===== src/rtl/fb2b_pkg.sv =====
// Shared types for the back-to-back aware target tracker.
package fb2b_pkg;
    // Claim state machine encoding; order carries no meaning.
    typedef enum logic [2:0] {
        ST_IDLE,   // no transaction in progress
        ST_BUSY,   // following a transaction owned by someone else
        ST_WAIT,   // hit, holding off one clock for turnaround safety
        ST_DATA,   // claimed, response lines driven low as needed
        ST_TURN    // final phase done, lines driven high before release
    } trk_state_e;

    // Decode speed code reported in status: fast.
    localparam logic [1:0] DEVSEL_SPEED_FAST = 2'b00;
endpackage


===== src/rtl/fb2b_addr_dec.sv =====
// Address window comparator.
// Does: flags a hit when every AD bit selected by WIN_MASK equals WIN_BASE.
// Assumes: purely combinational; the caller qualifies it with the address phase.
module fb2b_addr_dec #(
    parameter int            AW       = 32,
    parameter logic [AW-1:0] WIN_BASE = '0,
    parameter logic [AW-1:0] WIN_MASK = '0
) (
    input  logic [AW-1:0] ad,
    output logic          hit
);
    logic [AW-1:0] bit_ok;

    // Per-bit match, don't-care where the mask is clear.
    generate
        for (genvar g = 0; g < AW; g++) begin : g_bit
            assign bit_ok[g] = !WIN_MASK[g] || (ad[g] == WIN_BASE[g]);
        end
    endgenerate

    assign hit = &bit_ok;
endmodule


===== src/rtl/fb2b_phase_trk.sv =====
// Bus phase tracker.
// Does: remembers the previous sampled FRAME#/IRDY#, marks address phases
// (including those right after a final data transfer), captures the address
// and keeps the "claimed previous transaction" flag.
// Assumes: inputs are sampled bus lines; synchronous active-low reset.
module fb2b_phase_trk #(
    parameter int AW = 32
) (
    input  logic          clk,
    input  logic          rst_n,
    input  logic          frame_n,
    input  logic          irdy_n,
    input  logic [AW-1:0] ad,
    input  logic          hit,
    output logic          addr_phase,
    output logic          fb2b,
    output logic          claimed_last,
    output logic [AW-1:0] addr_q,
    output logic          addr_seen,
    output logic          b2b_seen
);
    logic prev_frame_n;
    logic prev_irdy_n;
    logic bus_idle;

    assign addr_phase = !frame_n && prev_frame_n;
    assign fb2b       = addr_phase && !prev_irdy_n;
    assign bus_idle   = frame_n && irdy_n;

    // Purpose: keep last sampled framing lines.
    always_ff @(posedge clk) begin
        if (!rst_n) begin
            prev_frame_n <= 1'b1;
            prev_irdy_n  <= 1'b1;
        end else begin
            prev_frame_n <= frame_n;
            prev_irdy_n  <= irdy_n;
        end
    end

    // Purpose: record whether the latest transaction was ours.
    always_ff @(posedge clk) begin
        if (!rst_n)          claimed_last <= 1'b0;
        else if (addr_phase) claimed_last <= hit;
        else if (bus_idle)   claimed_last <= 1'b0;
    end

    // Purpose: capture address and flag the phase for one cycle.
    always_ff @(posedge clk) begin
        if (!rst_n) begin
            addr_q    <= '0;
            addr_seen <= 1'b0;
            b2b_seen  <= 1'b0;
        end else begin
            addr_seen <= addr_phase;
            b2b_seen  <= fb2b;
            if (addr_phase) addr_q <= ad;
        end
    end


    addr_detect_chk: assert property (@(posedge clk) disable iff (!rst_n)
        (!frame_n && $past(frame_n)) |=> addr_seen);


    idle_clears_chk: assert property (@(posedge clk) disable iff (!rst_n)
        (frame_n && irdy_n) |=> !claimed_last);
endmodule


===== src/rtl/fb2b_resp_fsm.sv =====
// Claim and response state machine.
// Does: claims hits with zero-wait decode, holds off one clock when a
// back-to-back start follows someone else's transaction, drives the
// turnaround, and leaves foreign transactions early.
// Assumes: addr_phase/fb2b/claimed_last come from the phase tracker of the
// same edge; devsel_n_in is the wired bus line.
module fb2b_resp_fsm
    import fb2b_pkg::*;
(
    input  logic clk,
    input  logic rst_n,
    input  logic frame_n,
    input  logic irdy_n,
    input  logic devsel_n_in,
    input  logic addr_phase,
    input  logic hit,
    input  logic fb2b,
    input  logic claimed_last,
    input  logic retry_req,
    output logic devsel_o_n,
    output logic trdy_o_n,
    output logic stop_o_n,
    output logic resp_oe,
    output logic busy
);
    trk_state_e st_q, st_d;
    logic dev_q, dev_d, trdy_q, trdy_d, stop_q, stop_d;
    logic oe_q, oe_d, rty_q, rty_d;
    logic need_delay;
    logic last_done;

    assign need_delay = fb2b && !claimed_last;
    assign last_done  = frame_n && !irdy_n && (!trdy_q || !stop_q);

    // Purpose: next state and next drive values.
    always_comb begin
        st_d   = st_q;
        dev_d  = dev_q;
        trdy_d = trdy_q;
        stop_d = stop_q;
        oe_d   = oe_q;
        rty_d  = rty_q;
        case (st_q)
            ST_IDLE, ST_TURN: begin
                st_d   = ST_IDLE;
                oe_d   = 1'b0;
                dev_d  = 1'b1;
                trdy_d = 1'b1;
                stop_d = 1'b1;
                if (addr_phase) begin
                    rty_d = retry_req;
                    if (hit && !need_delay) begin
                        st_d   = ST_DATA;
                        oe_d   = 1'b1;
                        dev_d  = 1'b0;
                        trdy_d = retry_req;
                        stop_d = !retry_req;
                    end else if (hit) begin
                        st_d = ST_WAIT;
                    end else begin
                        st_d = ST_BUSY;
                    end
                end
            end
            ST_BUSY: begin
                if (frame_n || !devsel_n_in) st_d = ST_IDLE;
            end
            ST_WAIT: begin
                st_d   = ST_DATA;
                oe_d   = 1'b1;
                dev_d  = 1'b0;
                trdy_d = rty_q;
                stop_d = !rty_q;
            end
            ST_DATA: begin
                if (last_done) begin
                    st_d   = ST_TURN;
                    dev_d  = 1'b1;
                    trdy_d = 1'b1;
                    stop_d = 1'b1;
                end
            end
            default: st_d = ST_IDLE;
        endcase
    end

    // Purpose: register state and all bus drive values.
    always_ff @(posedge clk) begin
        if (!rst_n) begin
            st_q   <= ST_IDLE;
            dev_q  <= 1'b1;
            trdy_q <= 1'b1;
            stop_q <= 1'b1;
            oe_q   <= 1'b0;
            rty_q  <= 1'b0;
        end else begin
            st_q   <= st_d;
            dev_q  <= dev_d;
            trdy_q <= trdy_d;
            stop_q <= stop_d;
            oe_q   <= oe_d;
            rty_q  <= rty_d;
        end
    end

    assign devsel_o_n = dev_q;
    assign trdy_o_n   = trdy_q;
    assign stop_o_n   = stop_q;
    assign resp_oe    = oe_q;
    assign busy       = (st_q != ST_IDLE);


    claim_fast_chk: assert property (@(posedge clk) disable iff (!rst_n)
        (addr_phase && hit && !need_delay) |=> (resp_oe && !devsel_o_n));


    hold_one_chk: assert property (@(posedge clk) disable iff (!rst_n)
        (addr_phase && hit && need_delay) |=> !resp_oe ##1 (resp_oe && !devsel_o_n));


    release_high_chk: assert property (@(posedge clk) disable iff (!rst_n)
        $fell(resp_oe) |-> $past(devsel_o_n && trdy_o_n && stop_o_n));


    ack_excl_chk: assert property (@(posedge clk) disable iff (!rst_n)
        !(!trdy_o_n && !stop_o_n));


    busy_exit_chk: assert property (@(posedge clk) disable iff (!rst_n)
        (st_q == ST_BUSY && (frame_n || !devsel_n_in)) |=> !busy);


    miss_quiet_chk: assert property (@(posedge clk) disable iff (!rst_n)
        (addr_phase && !hit) |=> !resp_oe);
endmodule


===== src/rtl/fb2b_target_trk.sv =====
// Top: back-to-back aware bus target tracker.
// Does: ties the window decoder, phase tracker and claim machine together
// and presents constant status bits.
// Assumes: bus lines are sampled on clk; resp_oe gates all three drivers.
module fb2b_target_trk
    import fb2b_pkg::*;
#(
    parameter int            AW       = 32,
    parameter logic [AW-1:0] WIN_BASE = 32'h8000_0000,
    parameter logic [AW-1:0] WIN_MASK = 32'hFFFF_0000
) (
    input  logic          clk,
    input  logic          rst_n,
    input  logic          frame_n,
    input  logic          irdy_n,
    input  logic          devsel_n_in,
    input  logic [AW-1:0] ad,
    input  logic          retry_req,
    output logic          devsel_o_n,
    output logic          trdy_o_n,
    output logic          stop_o_n,
    output logic          resp_oe,
    output logic          trk_busy,
    output logic          addr_seen,
    output logic          b2b_seen,
    output logic [AW-1:0] addr_q,
    output logic          stat_fb2b_cap,
    output logic [1:0]    stat_devsel_speed
);
    logic hit;
    logic addr_phase;
    logic fb2b;
    logic claimed_last;

    fb2b_addr_dec #(
        .AW(AW), .WIN_BASE(WIN_BASE), .WIN_MASK(WIN_MASK)
    ) u_dec (
        .ad  (ad),
        .hit (hit)
    );

    fb2b_phase_trk #(.AW(AW)) u_trk (
        .clk          (clk),
        .rst_n        (rst_n),
        .frame_n      (frame_n),
        .irdy_n       (irdy_n),
        .ad           (ad),
        .hit          (hit),
        .addr_phase   (addr_phase),
        .fb2b         (fb2b),
        .claimed_last (claimed_last),
        .addr_q       (addr_q),
        .addr_seen    (addr_seen),
        .b2b_seen     (b2b_seen)
    );

    fb2b_resp_fsm u_fsm (
        .clk          (clk),
        .rst_n        (rst_n),
        .frame_n      (frame_n),
        .irdy_n       (irdy_n),
        .devsel_n_in  (devsel_n_in),
        .addr_phase   (addr_phase),
        .hit          (hit),
        .fb2b         (fb2b),
        .claimed_last (claimed_last),
        .retry_req    (retry_req),
        .devsel_o_n   (devsel_o_n),
        .trdy_o_n     (trdy_o_n),
        .stop_o_n     (stop_o_n),
        .resp_oe      (resp_oe),
        .busy         (trk_busy)
    );

    // status is fixed, independent of any hold-off.
    assign stat_fb2b_cap     = 1'b1;
    assign stat_devsel_speed = DEVSEL_SPEED_FAST;


    seen_marks_busy_chk: assert property (@(posedge clk) disable iff (!rst_n)
        addr_seen |-> trk_busy);
endmodule


===== config.mk =====
export PLATFORM = sky130hd
export DESIGN_NAME = fb2b_target_trk
export DESIGN_NICKNAME = d
export VERILOG_FILES = /design/src/rtl/fb2b_pkg.sv /design/src/rtl/fb2b_addr_dec.sv /design/src/rtl/fb2b_phase_trk.sv /design/src/rtl/fb2b_resp_fsm.sv /design/src/rtl/fb2b_target_trk.sv
export SDC_FILE = /design/constraint.sdc
export NUM_CORES = 1
export LEC_CHECK = 0
export BUFFER_PORTS_ARGS = -buffer_cell sky130_fd_sc_hd__buf_2
export CORE_AREA = 10 10 75 77
export CTS_CLUSTER_SIZE = 40
export DETAILED_ROUTE_END_ITERATION = 12
export DIE_AREA = 0 0 85 87
export HOLD_SLACK_MARGIN = 0.05
export PLACE_DENSITY = 0.74
export RECOVER_POWER = 25
export SYNTH_ARGS = -nofsm -noshare
export SYNTH_HDL_FRONTEND = slang
export SYNTH_SLANG_ARGS = --single-unit

===== constraint.sdc =====
create_clock -name clk -period 4.35 [get_ports clk]
set_input_delay 0.2175 -clock clk [delete_from_list [all_inputs] [get_ports clk]]
set_output_delay 0.2175 -clock clk [all_outputs]
set_load 0.005 [all_outputs]

* Word level (Yosys, flattened, before mapping)
Index checks and enable logic that the tools add are counted.
Word-level totals: register bits 45, latch bits 0, bits in writable memories 0, memory bits (read-only) 0, input port bits 38, output and inout port bits 42, memories 0
Cells by class: add/sub/neg operators 0, multipliers 0, div/mod/pow operators 0, order comparisons 0, equality and inequality tests 6, shifts and indexed selects 0, muxes and demuxes 21, bitwise operators 15, reduce and logical (&&, ||, !) cells 29
Operators by type and width (number):
- AND reduction 16 bit | 1
- NOT 1 bit | 15
- two-way mux 3 bit | 4
- case mux 3 bit (4 select lines) | 1
- two-way mux 1 bit | 11
- zero test 1 bit | 10
- case mux 1 bit (3 select lines) | 3
- logical AND 1 bit | 7
- == test 3 x 2 -> 1 bit, second input constant | 2
- AND reduction 2 bit | 3
- nonzero test 3 bit | 2
- inequality test 2 x 1 -> 1 bit, second input constant | 2
- nonzero test 2 bit | 2
- == test 3 x 1 -> 1 bit, second input constant | 1
- == test 3 bit, second input constant | 1
- zero test 3 bit | 1
- logical OR 1 bit | 2
- two-way mux 2 bit | 1
- case mux 1 bit (2 select lines) | 1
- OR reduction 2 bit | 1

* Depth between registers and ports, before layout
depth in word-level cells 9, mapped depth 6, depth with buffers taken out 4

* Modules after synthesis
From an unflattened synthesis, not the netlist that was laid out.
Second synthesis, totals: cell total of the unflattened synthesis 214, area, all modules 1994.4 µm²
By module, submodules not included:
- fb2b_phase_trk | instances 1, cells an instance 154, area each 1488.9 µm²
- fb2b_resp_fsm | instances 1, cells an instance 50, area each 439.2 µm²
- fb2b_addr_dec | instances 1, cells an instance 5, area each 36.3 µm²
- fb2b_target_trk | instances 1, cells an instance 5, area each 30.0 µm²

* Worst setup path after synthesis
No wires, ideal clock.
kind register -> register, from register u_fsm.st_q[0], to register u_fsm.oe_q (netlist: u_fsm.resp_oe), setup time 84 ps, arrival time 1321 ps, path slack 2944 ps, stages on the path, launching flop included 6, period minus slack after synthesis 1406 ps, cell sequence dfxtp_1 buf_6 or2_1 buf_2 or3_4 o31ai_2
Between the ends: cells in the longest elaborated chain, start to end 3, elaborated cells between the ends (all ways) 6, those cells by class eq/ne: 2; mux: 1; reduce/logical: 3
RTL lines:
- start, declared | RTL line fb2b_resp_fsm.sv:26 | trk_state_e st_q, st_d;
- start signal, assigned | RTL line fb2b_resp_fsm.sv:97 | st_q <= st_d;
- == test 3 bit / zero test 3 bit (equally long branches) | RTL line fb2b_resp_fsm.sv:43 | case (st_q)
- OR reduction 2 bit | RTL line fb2b_resp_fsm.sv:43
- case mux 1 bit (2 select lines) / nonzero test 2 bit (equally long branches)
- end signal, assigned | RTL line fb2b_resp_fsm.sv:94 | oe_q <= 1'b0;
- end signal, assigned | RTL line fb2b_resp_fsm.sv:101 | oe_q <= oe_d;
- end, declared | RTL line fb2b_resp_fsm.sv:28 | logic oe_q, oe_d, rty_q, rty_d;
Several ways; a longest one is shown, not always the timed one. A chain may end at the register's enable or synchronous reset.

* Final worst setup path
from register u_trk.prev_frame_n, to register u_fsm.stop_q (netlist: u_fsm.stop_o_n)
Between the ends: cells in the longest elaborated chain, start to end 8
RTL lines:
- start, declared | RTL line fb2b_phase_trk.sv:22 | logic prev_frame_n;
- start signal, assigned | RTL line fb2b_phase_trk.sv:36 | prev_frame_n <= frame_n;
- logical AND 1 bit (*) | RTL line fb2b_phase_trk.sv:26 | assign addr_phase = !frame_n && prev_frame_n;
- logical AND 1 bit | RTL line fb2b_phase_trk.sv:27 | assign fb2b = addr_phase && !prev_irdy_n;
- logical AND 1 bit | RTL line fb2b_resp_fsm.sv:32 | assign need_delay = fb2b && !claimed_last;
- zero test 1 bit | RTL line fb2b_resp_fsm.sv:52 | if (hit && !need_delay) begin
- logical AND 1 bit | RTL line fb2b_resp_fsm.sv:52
- two-way mux 1 bit | RTL line fb2b_resp_fsm.sv:52
- two-way mux 1 bit (*) | RTL line fb2b_resp_fsm.sv:50 | if (addr_phase) begin
- case mux 1 bit (3 select lines) (*) | RTL line fb2b_resp_fsm.sv:43
- end signal, assigned | RTL line fb2b_resp_fsm.sv:100 | stop_q <= stop_d;
- end, declared | RTL line fb2b_resp_fsm.sv:27 | logic dev_q, dev_d, trdy_q, trdy_d, stop_q, stop_d;
Every way passes the cells marked *; elsewhere a longest branch is shown, timed or not.

==> key figures <==
Run status
  • Status: finished, final reports clean

Power
  • Total Power: 796.4 uW
  • Switching Share: 26.50%
  • Clk pwr share: 31.8%
  • Worst vdd ir: 0.2065 mV
  • Net Switching: 211.0 uW
  • Leak pwr: 1.001 nW
  • Int Power: 585.4 uW
  • Pwr/cell area: 353.8 nW/um^2
  • Reg power frac: 55.6%
  • Combinational power share: 12.6%

Critical path
  • Worst R2R Setup Slack: 2.73 ns
  • Setup crit end kind: flop
  • Critical R2R Capture: u_fsm.stop_o_n$_SDFFE_PN1P_
  • CP max-delay cell: or3_1
  • Crit path kind: reg2reg
  • Crit-path cells: nand2b_1, or3_1, nor3_1, o221ai_1
  • Buf/Inv on CP: 0
  • CP required: 4.52 ns
  • Reg2Reg Depth: 4
  • CP max FO: 17
  • CP Data Arrival Time: 1.79 ns
  • Crit path max-delay family: simple AND/OR/NAND/NOR gates
  • Worst Setup Start Kind: flop
  • Crit-path max cell delay: 0.53 ns
  • Worst r2r src: u_trk.prev_frame_n$_SDFF_PN1_

Timing
  • RSZ-0062 raised after global routing: no
  • Final min period: 1.616 ns
  • Final setup vio count: 0
  • F_max: 619.0 MHz
  • Clock Skews: 0.004526 ns
  • Period utilization: 37.14%
  • Setup tns final: 0 ns
  • Final hold viol count: 0
  • Max transition margin: 47.00%
  • Fin. max-slew vios: 0
  • Worst-Margin Slew: 0.7941 ns

Cells and area
  • Antenna diodes: 0
  • Area grow syn2layout: 25.28%
  • Layout cells sized above 1: 27.43%
  • Post-route cell area: 2251 um^2
  • Fill count: 434
  • Nets: 325

Placement
  • Number of port buffers: 76
  • HPWL Detailed: 3692 um
  • Placed instance area: 2186 um^2
  • GP Congestion: 0.8673

Drt
  • Via count: 1666
  • Antenna viol nets, final: 0
  • Mean routed wirelength per cell: 14.27 um
  • DRT Pass-1 Iters: 4
  • WL final: 4851 um
  • DRC: 0
  • Vias per cell: 4.900
  • DR iter-0 viols: 73

Logic synthesis
  • Library cells used by synthesis: 34
  • Ranking of synthesized cells by area: dfxtp_1, nand2_1, a21oi_1
  • Mapped Cells: 217
  • Synth area leader: dfxtp_1
  • Yosys warning total: 0
  • Seq/Total Area, Yosys: 50.14%
  • Post-Syn Area: 1797 um^2
  • Share of the synthesized area in the top cell type: 50.14%
  • Syn avg cell area: 8.280 um^2
  • Flops & latches, synth: 45

Clock network
  • CTS Buf Count: 5
  • CTS Buffer Depth: 2
  • CTS tree: yes
  • Postcts setup bufs: 0
  • CTS root buf: clkbuf_8
  • Worst-path clk slew: 0.09 ns
  • Clock latency on the worst-skew pair: 0.30 ns
  • Post-CTS Resized: 0
  • Post-CTS Hold Fix Bufs: 0
  • TritonCTS Sinks: 45
  • H-tree depth: 2

Global route
  • Largest net degree at the start of global routing: 31
  • GRT Util Overall: 12.57%
  • Initial antenna violation count: 0
  • First-pass GRT wire length: 7645 um
  • Gr ovfl total: 0
  • Vias in the first global route: 1692

Min path
  • Worst hold stages: 3
  • Hold WC Path Type: in2reg
  • Hold endpoint: u_trk.addr_q[13]$_SDFFE_PN0N_
  • Hold path start: ad[13]

Die
  • Die X: 85 um
  • Die area: 7395 um^2
  • IO Pins: 80
  • Die Y: 87 um
  • Std cell rows: 24
  • Core Area: 4234 um^2
  • Starting Density: 42.43%

Run
  • Max-Cap Viols: 0
==> worst reg2reg max path: stages, from the launching register on <==
cell      delay [ns]
dfxtp_1         0.35
nand2b_1        0.33
or3_1           0.53
nor3_1          0.16
o221ai_1        0.12
==> cells in the mapped netlist (all sizes together) <==
library cell	n
o211ai	2
dfxtp	45
nor3	4
conb	2
inv	6
nand4	3
or2	1
or3	3
nor4b	1
a21oi	35
o2bb2ai	1
clkbuf	8
o311a	2
a22oi	1
buf	9
nand3b	1
nor2b	3
a211oi	1
nor2	7
o221ai	2
o21ai	2
nand2	67
nand3	2
nor4	3
o21a	1
nand2b	3
o31ai	2
==> power by group through the flow <==
| stage | clock, mW | sequential, mW | combinational [mW] |
|---|---|---|---|
| 2_1_floorplan | 0 | 0.453 | 0.0521 |
| 3_3_place_gp | 0 | 0.452 | 0.102 |
| 3_5_place_dp | 0 | 0.452 | 0.103 |
| 4_1_cts | 0.260 | 0.443 | 0.104 |
| 5_1_grt | 0.281 | 0.445 | 0.113 |
| 6_report | 0.253 | 0.443 | 0.100 |
==> per-layer routing <==
layer  routed length, um  track usage, %
met5                   0               0
met4                  57           4.192
met3                 595           8.989
met2                2247           20.16
met1                1950           12.61
==> cell usage in the layout, fill, tap and decap left out <==
master,n
nand2b_1,3
a21oi_1,35
o21a_1,1
o31ai_2,1
a211oi_2,1
o2bb2ai_1,1
or3_4,1
nor4_2,1
a22oi_1,1
o221ai_1,2
clkinv_2,2
nor3_1,4
o31ai_1,1
nor4b_4,1
conb_1,3
clkinvlp_4,1
nor2b_1,2
nand3_1,2
o211ai_1,2
or3_1,2
nor4_4,2
buf_4,3
nand2_1,67
clkbuf_1,17
nor2_1,7
nor2b_2,1
clkbuf_8,5
inv_1,6
nand4_1,2
o21ai_0,2
nand4_2,1
dfxtp_1,45
or2_1,1
nand3b_1,1
buf_2,59
o311a_1,2
==> final cells by class <==
cell class / instances / area, um^2 / share of cell area (%)
Inverter: 6 / 22.52 / 1.001
Clock inverter: 3 / 17.52 / 0.7782
Tap cell: 52 / 65.06 / 2.890
Sequential cell: 45 / 900.9 / 40.02
Clock buffer: 5 / 68.82 / 3.057
Timing Repair Buffer: 79 / 381.6 / 16.95
Multi-Input combinational cell: 150 / 794.5 / 35.30
==> how the worst max path moves through the flow <==
stage | from | endpoint | slack [ns] | cells after the start
global placement | frame_n | u_fsm.trdy_o_n$_SDFFE_PN1P_ | 2.69 | 5
CTS | u_trk.prev_frame_n$_SDFF_PN1_ | u_fsm.stop_o_n$_SDFFE_PN1P_ | 2.73 | 4
finish | u_trk.prev_frame_n$_SDFF_PN1_ | u_fsm.stop_o_n$_SDFFE_PN1P_ | 2.73 | 4
global route | u_trk.prev_frame_n$_SDFF_PN1_ | u_fsm.devsel_o_n$_SDFFE_PN1P_ | 2.64 | 4
detailed placement | frame_n | u_fsm.stop_o_n$_SDFFE_PN1P_ | 2.63 | 5
floorplan | u_fsm.st_q[0]$_SDFFE_PN0P_ | u_fsm.resp_oe$_SDFFE_PN0P_ | 2.94 | 5
==> cell families (layout without fill, tap and decap cells) <==
kind of cell | after synthesis | count (layout) | share of synthesized area (%)
AO/OA/AOI/OAI | 49 | 49 | 16.37
buffers and inverters | 23 | 93 | 5.989
flip-flops | 45 | 45 | 50.14
other | 2 | 3 | 0.4180
AND/OR/NAND/NOR | 98 | 98 | 27.09
==> through the flow <==
step                util, %  std cells  hold WS, ns  setup slack, ns
detailed placement    51.63        332       0.4404            2.634
finish                53.16        340       0.1458            2.734
global route          53.16        340       0.1404            2.637
CTS                   53.66        340       0.1274            2.735
global placement      51.63        332       0.4377            2.690
floorplan                 -        218       0.2905            2.944
==> state kept, by name, indices dropped and copies added (netlist names) <==
register / cells
u_fsm.st_q: 3
u_fsm.stop_o_n: 1
u_fsm.rty_q: 1
u_trk.prev_frame_n: 1
u_trk.addr_seen: 1
u_trk.b2b_seen: 1
u_trk.addr_q: 32
u_fsm.resp_oe: 1
u_trk.claimed_last: 1
u_trk.prev_irdy_n: 1
u_fsm.devsel_o_n: 1
u_fsm.trdy_o_n: 1
(Power assumes the default switching activity.)
